[src/rtl/oc_pkg.sv]
package oc_pkg;
   typedef enum logic [2:0] {
      OM_HOLD0    = 3'b000,
      OM_HOLD1    = 3'b001,
      OM_HOLD2    = 3'b010,
      OM_HOLD3    = 3'b011,
      OM_FORCE_LO = 3'b100,
      OM_FORCE_HI = 3'b101,
      OM_PWM_A    = 3'b110,
      OM_PWM_B    = 3'b111
   } out_mode_e;

   localparam logic [1:0] CHAN_SEL_OFF = 2'b00;
endpackage

[src/rtl/oc_compare.sv]
module oc_compare #(
   parameter int W       = 16,
   parameter bit REG_OUT = 1'b0
) (
   input  logic         clk,
   input  logic         rst_n,
   input  logic [W-1:0] a_i,
   input  logic [W-1:0] b_i,
   output logic         eq_now_o,
   output logic         gt_now_o,
   output logic         eq_o,
   output logic         gt_o
);
   assign eq_now_o = (a_i == b_i);
   assign gt_now_o = (a_i > b_i);

   generate
      if (REG_OUT) begin : g_reg
         logic eq_q, gt_q;
         always_ff @(posedge clk or negedge rst_n) begin
            if (!rst_n) begin
               eq_q <= 1'b0;
               gt_q <= 1'b0;
            end else begin
               eq_q <= eq_now_o;
               gt_q <= gt_now_o;
            end
         end
         assign eq_o = eq_q;
         assign gt_o = gt_q;
      end else begin : g_comb
         assign eq_o = eq_now_o;
         assign gt_o = gt_now_o;
      end
   endgenerate

   // equal and greater-than never hold together
   a_r10_eq_gt_excl: assert property (@(posedge clk) disable iff (!rst_n)
      !(eq_o && gt_o));
endmodule

[src/rtl/oc_level_gen.sv]
module oc_level_gen
   import oc_pkg::*;
(
   input  logic       clk,
   input  logic       rst_n,
   input  logic       active_i,
   input  logic [2:0] mode_i,
   input  logic       down_i,
   input  logic       eq_i,
   input  logic       gt_i,
   output logic       raw_o
);
   logic raw_q, raw_d, lvl_a;

   // PWM A: up -> below compare; down -> at or below compare
   assign lvl_a = down_i ? !gt_i : (!gt_i && !eq_i);

   always_comb begin
      raw_d = raw_q;
      if (active_i) begin
         case (out_mode_e'(mode_i))
            OM_PWM_A:    raw_d = lvl_a;
            OM_PWM_B:    raw_d = !lvl_a;
            OM_FORCE_LO: raw_d = 1'b0;
            OM_FORCE_HI: raw_d = 1'b1;
            default:     raw_d = raw_q;
         endcase
      end
   end

   always_ff @(posedge clk or negedge rst_n) begin
      if (!rst_n) raw_q <= 1'b0;
      else        raw_q <= raw_d;
   end

   assign raw_o = raw_q;

   a_r4_force_lo: assert property (@(posedge clk) disable iff (!rst_n)
      (active_i && mode_i == OM_FORCE_LO) |=> !raw_o);
   a_r4_force_hi: assert property (@(posedge clk) disable iff (!rst_n)
      (active_i && mode_i == OM_FORCE_HI) |=> raw_o);
   a_r2_pwm_a_up_high: assert property (@(posedge clk) disable iff (!rst_n)
      (active_i && mode_i == OM_PWM_A && !down_i && gt_i) |=> !raw_o);
   a_r5_hold: assert property (@(posedge clk) disable iff (!rst_n)
      (active_i && mode_i[2] == 1'b0) |=> $stable(raw_o));
endmodule

[src/rtl/oc_flag_unit.sv]
module oc_flag_unit (
   input  logic clk,
   input  logic rst_n,
   input  logic hit_i,
   input  logic clr_i,
   input  logic dma_en_i,
   output logic flag_o,
   output logic dma_o
);
   logic flag_q, dma_q;

   always_ff @(posedge clk or negedge rst_n) begin
      if (!rst_n) begin
         flag_q <= 1'b0;
         dma_q  <= 1'b0;
      end else begin
         if (hit_i)      flag_q <= 1'b1;
         else if (clr_i) flag_q <= 1'b0;
         dma_q <= hit_i && dma_en_i;
      end
   end

   assign flag_o = flag_q;
   assign dma_o  = dma_q;

   a_r7_flag_set: assert property (@(posedge clk) disable iff (!rst_n)
      hit_i |=> flag_o);
   a_r8_flag_clear: assert property (@(posedge clk) disable iff (!rst_n)
      (clr_i && !hit_i) |=> !flag_o);
   a_r9_dma_pulse: assert property (@(posedge clk) disable iff (!rst_n)
      (hit_i && dma_en_i) |=> dma_o);
   a_r9_dma_quiet: assert property (@(posedge clk) disable iff (!rst_n)
      !(hit_i && dma_en_i) |=> !dma_o);
endmodule

[src/rtl/oc_pwm_channel.sv]
module oc_pwm_channel
   import oc_pkg::*;
#(
   parameter int CNT_W       = 16,
   parameter bit REG_CMP_OUT = 1'b0
) (
   input  logic             clk,
   input  logic             rst_n,
   input  logic [CNT_W-1:0] cnt_val,
   input  logic             cnt_down,
   input  logic [CNT_W-1:0] cmp_val,
   input  logic [1:0]       chan_sel,
   input  logic [2:0]       out_mode,
   input  logic             pol_inv,
   input  logic             out_en,
   input  logic             dma_en,
   input  logic             flag_clr,
   output logic             pin_out,
   output logic             match_flag,
   output logic             dma_req,
   output logic             cmp_eq,
   output logic             cmp_gt
);
   generate
      if (CNT_W < 2 || CNT_W > 32) begin : g_bad_width
         $error("oc_pwm_channel: CNT_W must lie in 2..32");
      end
   endgenerate

   logic active, eq_now, gt_now, raw;

   assign active = (chan_sel != CHAN_SEL_OFF);

   oc_compare #(.W(CNT_W), .REG_OUT(REG_CMP_OUT)) u_cmp (
      .clk      (clk),
      .rst_n    (rst_n),
      .a_i      (cnt_val),
      .b_i      (cmp_val),
      .eq_now_o (eq_now),
      .gt_now_o (gt_now),
      .eq_o     (cmp_eq),
      .gt_o     (cmp_gt)
   );

   oc_level_gen u_lvl (
      .clk      (clk),
      .rst_n    (rst_n),
      .active_i (active),
      .mode_i   (out_mode),
      .down_i   (cnt_down),
      .eq_i     (eq_now),
      .gt_i     (gt_now),
      .raw_o    (raw)
   );

   oc_flag_unit u_flag (
      .clk      (clk),
      .rst_n    (rst_n),
      .hit_i    (eq_now && active),
      .clr_i    (flag_clr),
      .dma_en_i (dma_en),
      .flag_o   (match_flag),
      .dma_o    (dma_req)
   );

   assign pin_out = (active && out_en) ? (raw ^ pol_inv) : 1'b0;

   // an inactive channel raises no flag even on an equal compare
   a_r1_off_no_flag: assert property (@(posedge clk) disable iff (!rst_n)
      (!active && !match_flag) |=> !match_flag);
   // enable low keeps the pin at its inactive level
   a_r6_disabled_low: assert property (@(posedge clk) disable iff (!rst_n)
      !out_en |-> !pin_out);
endmodule

[config.mk]
export PLATFORM = sky130hd
export DESIGN_NAME = oc_pwm_channel
export DESIGN_NICKNAME = d
export VERILOG_FILES = /design/src/rtl/oc_pkg.sv /design/src/rtl/oc_compare.sv /design/src/rtl/oc_level_gen.sv /design/src/rtl/oc_flag_unit.sv /design/src/rtl/oc_pwm_channel.sv
export SDC_FILE = /design/constraint.sdc
export NUM_CORES = 1
export LEC_CHECK = 0
export ABC_AREA = 1
export BUFFER_PORTS_ARGS = -buffer_cell sky130_fd_sc_hd__buf_2
export CORE_MARGIN = 8
export CORE_UTILIZATION = 43
export CTS_CLUSTER_SIZE = 8
export DETAILED_ROUTE_END_ITERATION = 10
export GPL_TIMING_DRIVEN = 0
export PLACE_DENSITY = 0.92
export SYNTH_ARGS = -nofsm -noshare
export SYNTH_HDL_FRONTEND = slang
export SYNTH_HIERARCHICAL = 1
export SYNTH_SLANG_ARGS = --single-unit
[constraint.sdc]
create_clock -name clk -period 2.2 [get_ports clk]
set_input_delay 0.22 -clock clk [delete_from_list [all_inputs] [get_ports clk]]
set_output_delay 0.22 -clock clk [all_outputs]
set_load 0.02 [all_outputs]
==> metrics.txt, run 1 <==
post-synthesis sequential area ratio=0.113; Sw Ratio=0.331; Initial Utilization=0.448; Post-Synthesis Cell Area=667 um2; Internal Dissipation=199 uW; Worst EP arrival=1.57 ns; Period minus WS final=1.79 ns; worst slack at placement=0.409 ns; Hold Path Class=input pin to flop; Critical Path RT=1.98 ns; wire length per cell=10.4 um; worst setup margin=0.410 ns; cts repair resizes=0; Yosys cell types=21; Antenna Cells=0; Initial DRC Count=7; post-synthesis mux area share=0; Slew HR=0.816; Detailed Routing Iterations Pass 1=3; std cell rows=14; Mapped Nets=165; height of the die=55.4 um; Max Fclk=0.559 GHz; H-tree Lvls=1; placed cell area=927 um2; PortBufs=48; outcome=finished clean; clk slew on worst S/H paths=0.04 ns; Overflow after GRT=0; hold-critical path depth=3; number of global-route vias before repair=825; Peak VDD IR=0.204 mV; layout cells sized above 1=0.386; CTS tree=built; # fillers=148; GRT Total Usage=0.113; Adder-Cell Fraction of Synth Area=0.300; Die Wd=55.4 um; I/O Pins=49; Final ANT Viol Nets=0; Setup crit end kind=output pin; drt via density=4.61; synthesized flop and latch total=3; crit path kind=input pin to output pin; area delta synth->final=44.5%; Clock power frac=0.313; max_cap viols=0; Synth Area in Simple Gates=0.289; CP max FO=4; Post-DP HPWL=1700 um; combinational share of power=0.483; Setup violations, final=0; Clock Skew=0 ns; xor and xnor area share after synthesis=0; Final Hold Viols=0; Post-Route WL=1810 um; clk sinks=3; sequential power share=0.204; initial antenna violation count=0; root buf cell=clkbuf_4; Layout Nets=219; largest family of logic cells by synthesized area=adder cells; Cells after Synth=105; worst reg2reg path depth=2; first-pass GRT wire length=3030 um; pin count of the biggest net entering global routing=5; Synth Area per Inst=6.35 um2; Finished Cell Area=963 um2; max-slew violation count=0; static leakage power=0.000685 uW; Synth Area in Compound Gates=0.0957; Clock Latency Late Sink=0.22 ns; Yosys Warn Count=6; CTS buffer count=3; Core Box Area=1490 um2; Clock Path Buffers=2; startpoint types=input pin; Pwr Density=309 nW/um2; Final Cycle Share=0.814; Post-route DRC=0; switching power=98.6 uW; Tightest Pin Transition=0.275 ns; gpl congestion=0.684; Die Area=3070 um2; RSZ-0062 raised after global routing=false; via count=802; setup tns final=0 ns
==> worst max-delay path, stage by stage <==
cell and delay [ns]:
buf_2 0.10, ha_1 0.29, nand2_1 0.07, nor2_2 0.14, nand4_2 0.11, nor2_2 0.28
a21oi_2 0.07, buf_4 0.14, buf_2 0.15
==> repair_timing <==
item,in CTS,in global routing
hold buffers,1,0
hold endpoints to repair,3,0
buffers inserted,0,0
==> path summary, 6_finish.rpt <==
| kind | start | slack (ns) | end |
|---|---|---|---|
| worst min register to register | u_flag/flag_o$_DFFE_PN0P_ | 0.48 | u_flag/flag_o$_DFFE_PN0P_ |
| worst max register to register | u_lvl/raw_o$_DFFE_PN0P_ | 1.59 | u_lvl/raw_o$_DFFE_PN0P_ |
| max in group asynchronous | rst_n | 1.77 | u_flag/flag_o$_DFFE_PN0P_ |
| worst min-delay path | dma_en | 0.20 | u_flag/dma_o$_DFF_PN0_ |
| min in group asynchronous | rst_n | 0.32 | u_flag/dma_o$_DFF_PN0_ |
| worst max-delay path | cnt_val[15] | 0.41 | cmp_gt |
==> synth_stat cells (all sizes together) <==
master	number	area, um2
a21o	1	7.51
a21oi	7	38.8
buf	2	15.0
clkinv	1	3.75
dfrtp	3	75.1
ha	16	200
inv	31	116
nand2	29	119
nand3	2	15.0
nand4	3	25.0
nor2	6	27.5
o21a	1	7.51
o21ai	2	10.0
or2	1	6.26
==> per-stage QoR <==
stage          utilization  hold WS [ns]  instances  total power, uW
4_1_cts              0.647         0.192        174              304
3_3_place_gp         0.623        0.0155        169              196
3_5_place_dp         0.623        0.0179        169              206
6_report             0.647         0.200        174              297
5_1_grt              0.647         0.228        174              326
2_1_floorplan            -       -0.0756        105              146
==> area by class of cell <==
cell class,count,area (um2),share of cell area
Inverter,32,120,0.125
Clock buffer,4,26.3,0.0273
Sequential cell,3,75.1,0.0779
Tap cell,16,20.0,0.0208
Buffer,2,15.0,0.0156
Multi-Input combinational cell,68,457,0.474
Timing Repair Buffer,49,250,0.260
==> layer usage <==
metal,vias up,global-route usage,wire length (um)
met5,-,0,0
met4,0,0.0528,15
met2,24,0.250,1090
li1,422,-,-
met3,2,0.0274,134
met1,354,0.0822,570
==> layout by cell type (no fill, tap or decap), drive strengths merged <==
master	n
ha	16
inv	31
nand3	2
dfrtp	3
o21ai	2
nand4	3
buf	50
a21oi	7
or2	1
dlygate4sd3	1
nand2	29
clkbuf	4
clkinv	1
a21o	1
nor2	6
o21a	1
==> power groups by stage <==
stage               Sequential [uW]  Combinational (uW)  Clock, uW
floorplan                      61.0                85.0          0
global placement               61.3                 135          0
detailed placement             61.5                 145          0
CTS                            60.8                 147       96.2
global route                   61.2                 166       98.7
finish                         60.7                 144       93.0
==> registers in the layout, summed over array words and instances, names as in the netlist <==
name	cells
u_flag/dma_o	1
u_flag/flag_o	1
u_lvl/raw_o	1
==> kinds of logic (layout without fill, tap and decap cells) <==
logic type	after synthesis	count (layout)
compound gates	11	11
fa+ha+maj	16	16
buf+inv	34	87
flops	3	3
simple gates	41	41
Power figures use the tool's default switching activity.
==> run 2, diff against run 1 <==
--- a/config.mk
+++ b/config.mk
@@ -8,11 +8,11 @@
 export ABC_AREA = 1
 export BUFFER_PORTS_ARGS = -buffer_cell sky130_fd_sc_hd__buf_2
 export CORE_MARGIN = 8
-export CORE_UTILIZATION = 43
+export CORE_UTILIZATION = 40
 export CTS_CLUSTER_SIZE = 8
 export DETAILED_ROUTE_END_ITERATION = 10
 export GPL_TIMING_DRIVEN = 0
-export PLACE_DENSITY = 0.92
+export PLACE_DENSITY = 0.86
 export SYNTH_ARGS = -nofsm -noshare
 export SYNTH_HDL_FRONTEND = slang
 export SYNTH_HIERARCHICAL = 1
==> constraint.sdc (replaced) <==
create_clock -name clk -period 1.7 [get_ports clk]
set_input_delay 0.17 -clock clk [delete_from_list [all_inputs] [get_ports clk]]
set_output_delay 0.17 -clock clk [all_outputs]
set_load 0.02 [all_outputs]
==> run 2 against run 1 <==
Net effect:
- non-clock buffer count grew 1
- sequential share of layout area shrank 0.26 points
- largest power group unchanged
- clock skew is the same
- register-to-register slack lost 0.51 ns
- critical path depth grew 1
- largest cell class unchanged
- design area grew 3.5%
- power grew 35%
==> metrics.txt, run 2 (synthesis results as in run 1) <==
met1 usage=0.0846; Die Wd=56.8 um; PortBufs=48; slowest CP cell=ha_1; Hold Path Class=input pin to flop; register area=75.1 um2; layout cells sized above 1=0.409; clk slew on worst S/H paths=0.04 ns; max-slew violation count=0; WP buf/inv=4; wire length per cell=10.4 um; Max Fclk=0.617 GHz; initial antenna violation count=0; gpl congestion=0.736; worst setup margin=0.0801 ns; Antenna Cells=0; Post-DP HPWL=1640 um; sequential power share=0.196; max incr delay on CP=0.29 ns; clk sinks=3; Final Hold Viols=0; Multi-input gate area=480 um2; root buf cell=clkbuf_4; switching power=135 uW; Die Area=3230 um2; Core Box Area=1540 um2; GRT Total Usage=0.102; Clock Skew=0 ns; Clock Path Buffers=2; most common cell after layout, fill and taps aside=buf_2; Post-Place Cells=169; # fillers=141; height of the die=56.8 um; Setup crit end kind=output pin; Finished Cell Area=997 um2; static leakage power=0.000696 uW; drt via density=4.52; Min Hold Slack=0.140 ns; Sw Ratio=0.338; CTS buffer count=3; GR Layer Usage met2=0.219; Clock power frac=0.303; number of global-route vias before repair=781; via count=791; Slew HR=0.880; worst path cell trace=buf_2 -> inv_1 -> ha_1 -> nand2_2 -> nor2_4 -> nand4_4 -> nor2_4 -> a21oi_2 -> buf_4 -> buf_4; Post-Route WL=1830 um; outcome=finished clean; area delta synth->final=49.5%; Detailed Routing Iterations Pass 1=4; Tightest Pin Transition=0.179 ns; delay-heaviest family, CP=simple AND/OR/NAND/NOR gates; setup tns final=0 ns; Initial DRC Count=7; Internal Dissipation=265 uW; Final Cycle Share=0.953; Critical Path RT=1.53 ns; Initial Utilization=0.433; final cell count without fillers=175; crit path kind=input pin to output pin; std cell rows=14; I/O Pins=49; Overflow after GRT=0; CP max FO=4; Setup violations, final=0; worst slack at placement=0.00450 ns; Clock Latency Late Sink=0.22 ns; Post-route DRC=0; H-tree Lvls=1; startpoint types=input pin; GRT busiest layer=met2; Pwr Density=402 nW/um2; most frequent cells in the layout=buf_2 (47), inv_1 (30), nand2_1 (25); Peak VDD IR=0.197 mV; Period minus WS final=1.62 ns; CTS tree=built; Worst EP arrival=1.45 ns; met3 Usage GRT=0.0315; max_cap viols=0; first-pass GRT wire length=2900 um; Layout Nets=220; Final ANT Viol Nets=0; pin count of the biggest net entering global routing=5; placed cell area=927 um2; combinational share of power=0.500
[run 2: cell type report]
cell class | count | share of cell area
well taps | 16 | 0.0201
flip-flops and latches | 3 | 0.0753
plain buffers | 2 | 0.0151
repair buffers | 50 | 0.261
multi-input cells | 68 | 0.482
inverters | 32 | 0.120
clock buffers | 4 | 0.0263
[run 2: worst paths after layout]
check | startpoint | endpoint | slack (ns) | depth (start not counted)
max | cmp_val[13] | cmp_gt | 0.08 | 10
min | dma_en | u_flag/dma_o$_DFF_PN0_ | 0.14 | 3
max reg2reg | u_lvl/raw_o$_DFFE_PN0P_ | u_lvl/raw_o$_DFFE_PN0P_ | 1.08 | 2
min reg2reg | u_flag/flag_o$_DFFE_PN0P_ | u_flag/flag_o$_DFFE_PN0P_ | 0.48 | 2
max in group asynchronous | rst_n | u_flag/flag_o$_DFFE_PN0P_ | 1.30 | 2
min in group asynchronous | rst_n | u_flag/dma_o$_DFF_PN0_ | 0.29 | 2
[run 2: repair_timing]
item / in CTS / in global routing
gates resized for setup: 0 / 7
setup endpoints to repair: 0 / 2
setup buffers: 0 / 1
hold endpoints to repair: 3 / 0
hold buffers: 1 / 0
[run 2: layer usage]
layer	wire, um	up-vias
met5	0	-
met4	0	0
met3	115	0
met2	1040	22
met1	674	344
li1	-	425
[run 2: worst reg2reg max path, cell delays in order, from the launching register on]
cell and delay, ns:
dfrtp_1 0.38, nand2_1 0.08, nand2_1 0.05
[run 2: power by group through the flow]
stage                     Sequential [uW]  Clock, uW  Combinational, uW
after floorplan                      78.9          0                110
after global placement               79.3          0                176
after detailed placement             79.5          0                185
after CTS                            78.6        126                188
after global routing                 79.3        137                228
final                                78.6        121                200
[run 2: stage by stage]
stage,total power (uW),util
finish,400,0.647
global placement,256,0.601
CTS,392,0.625
global route,444,0.647
detailed placement,264,0.601
floorplan,189,-
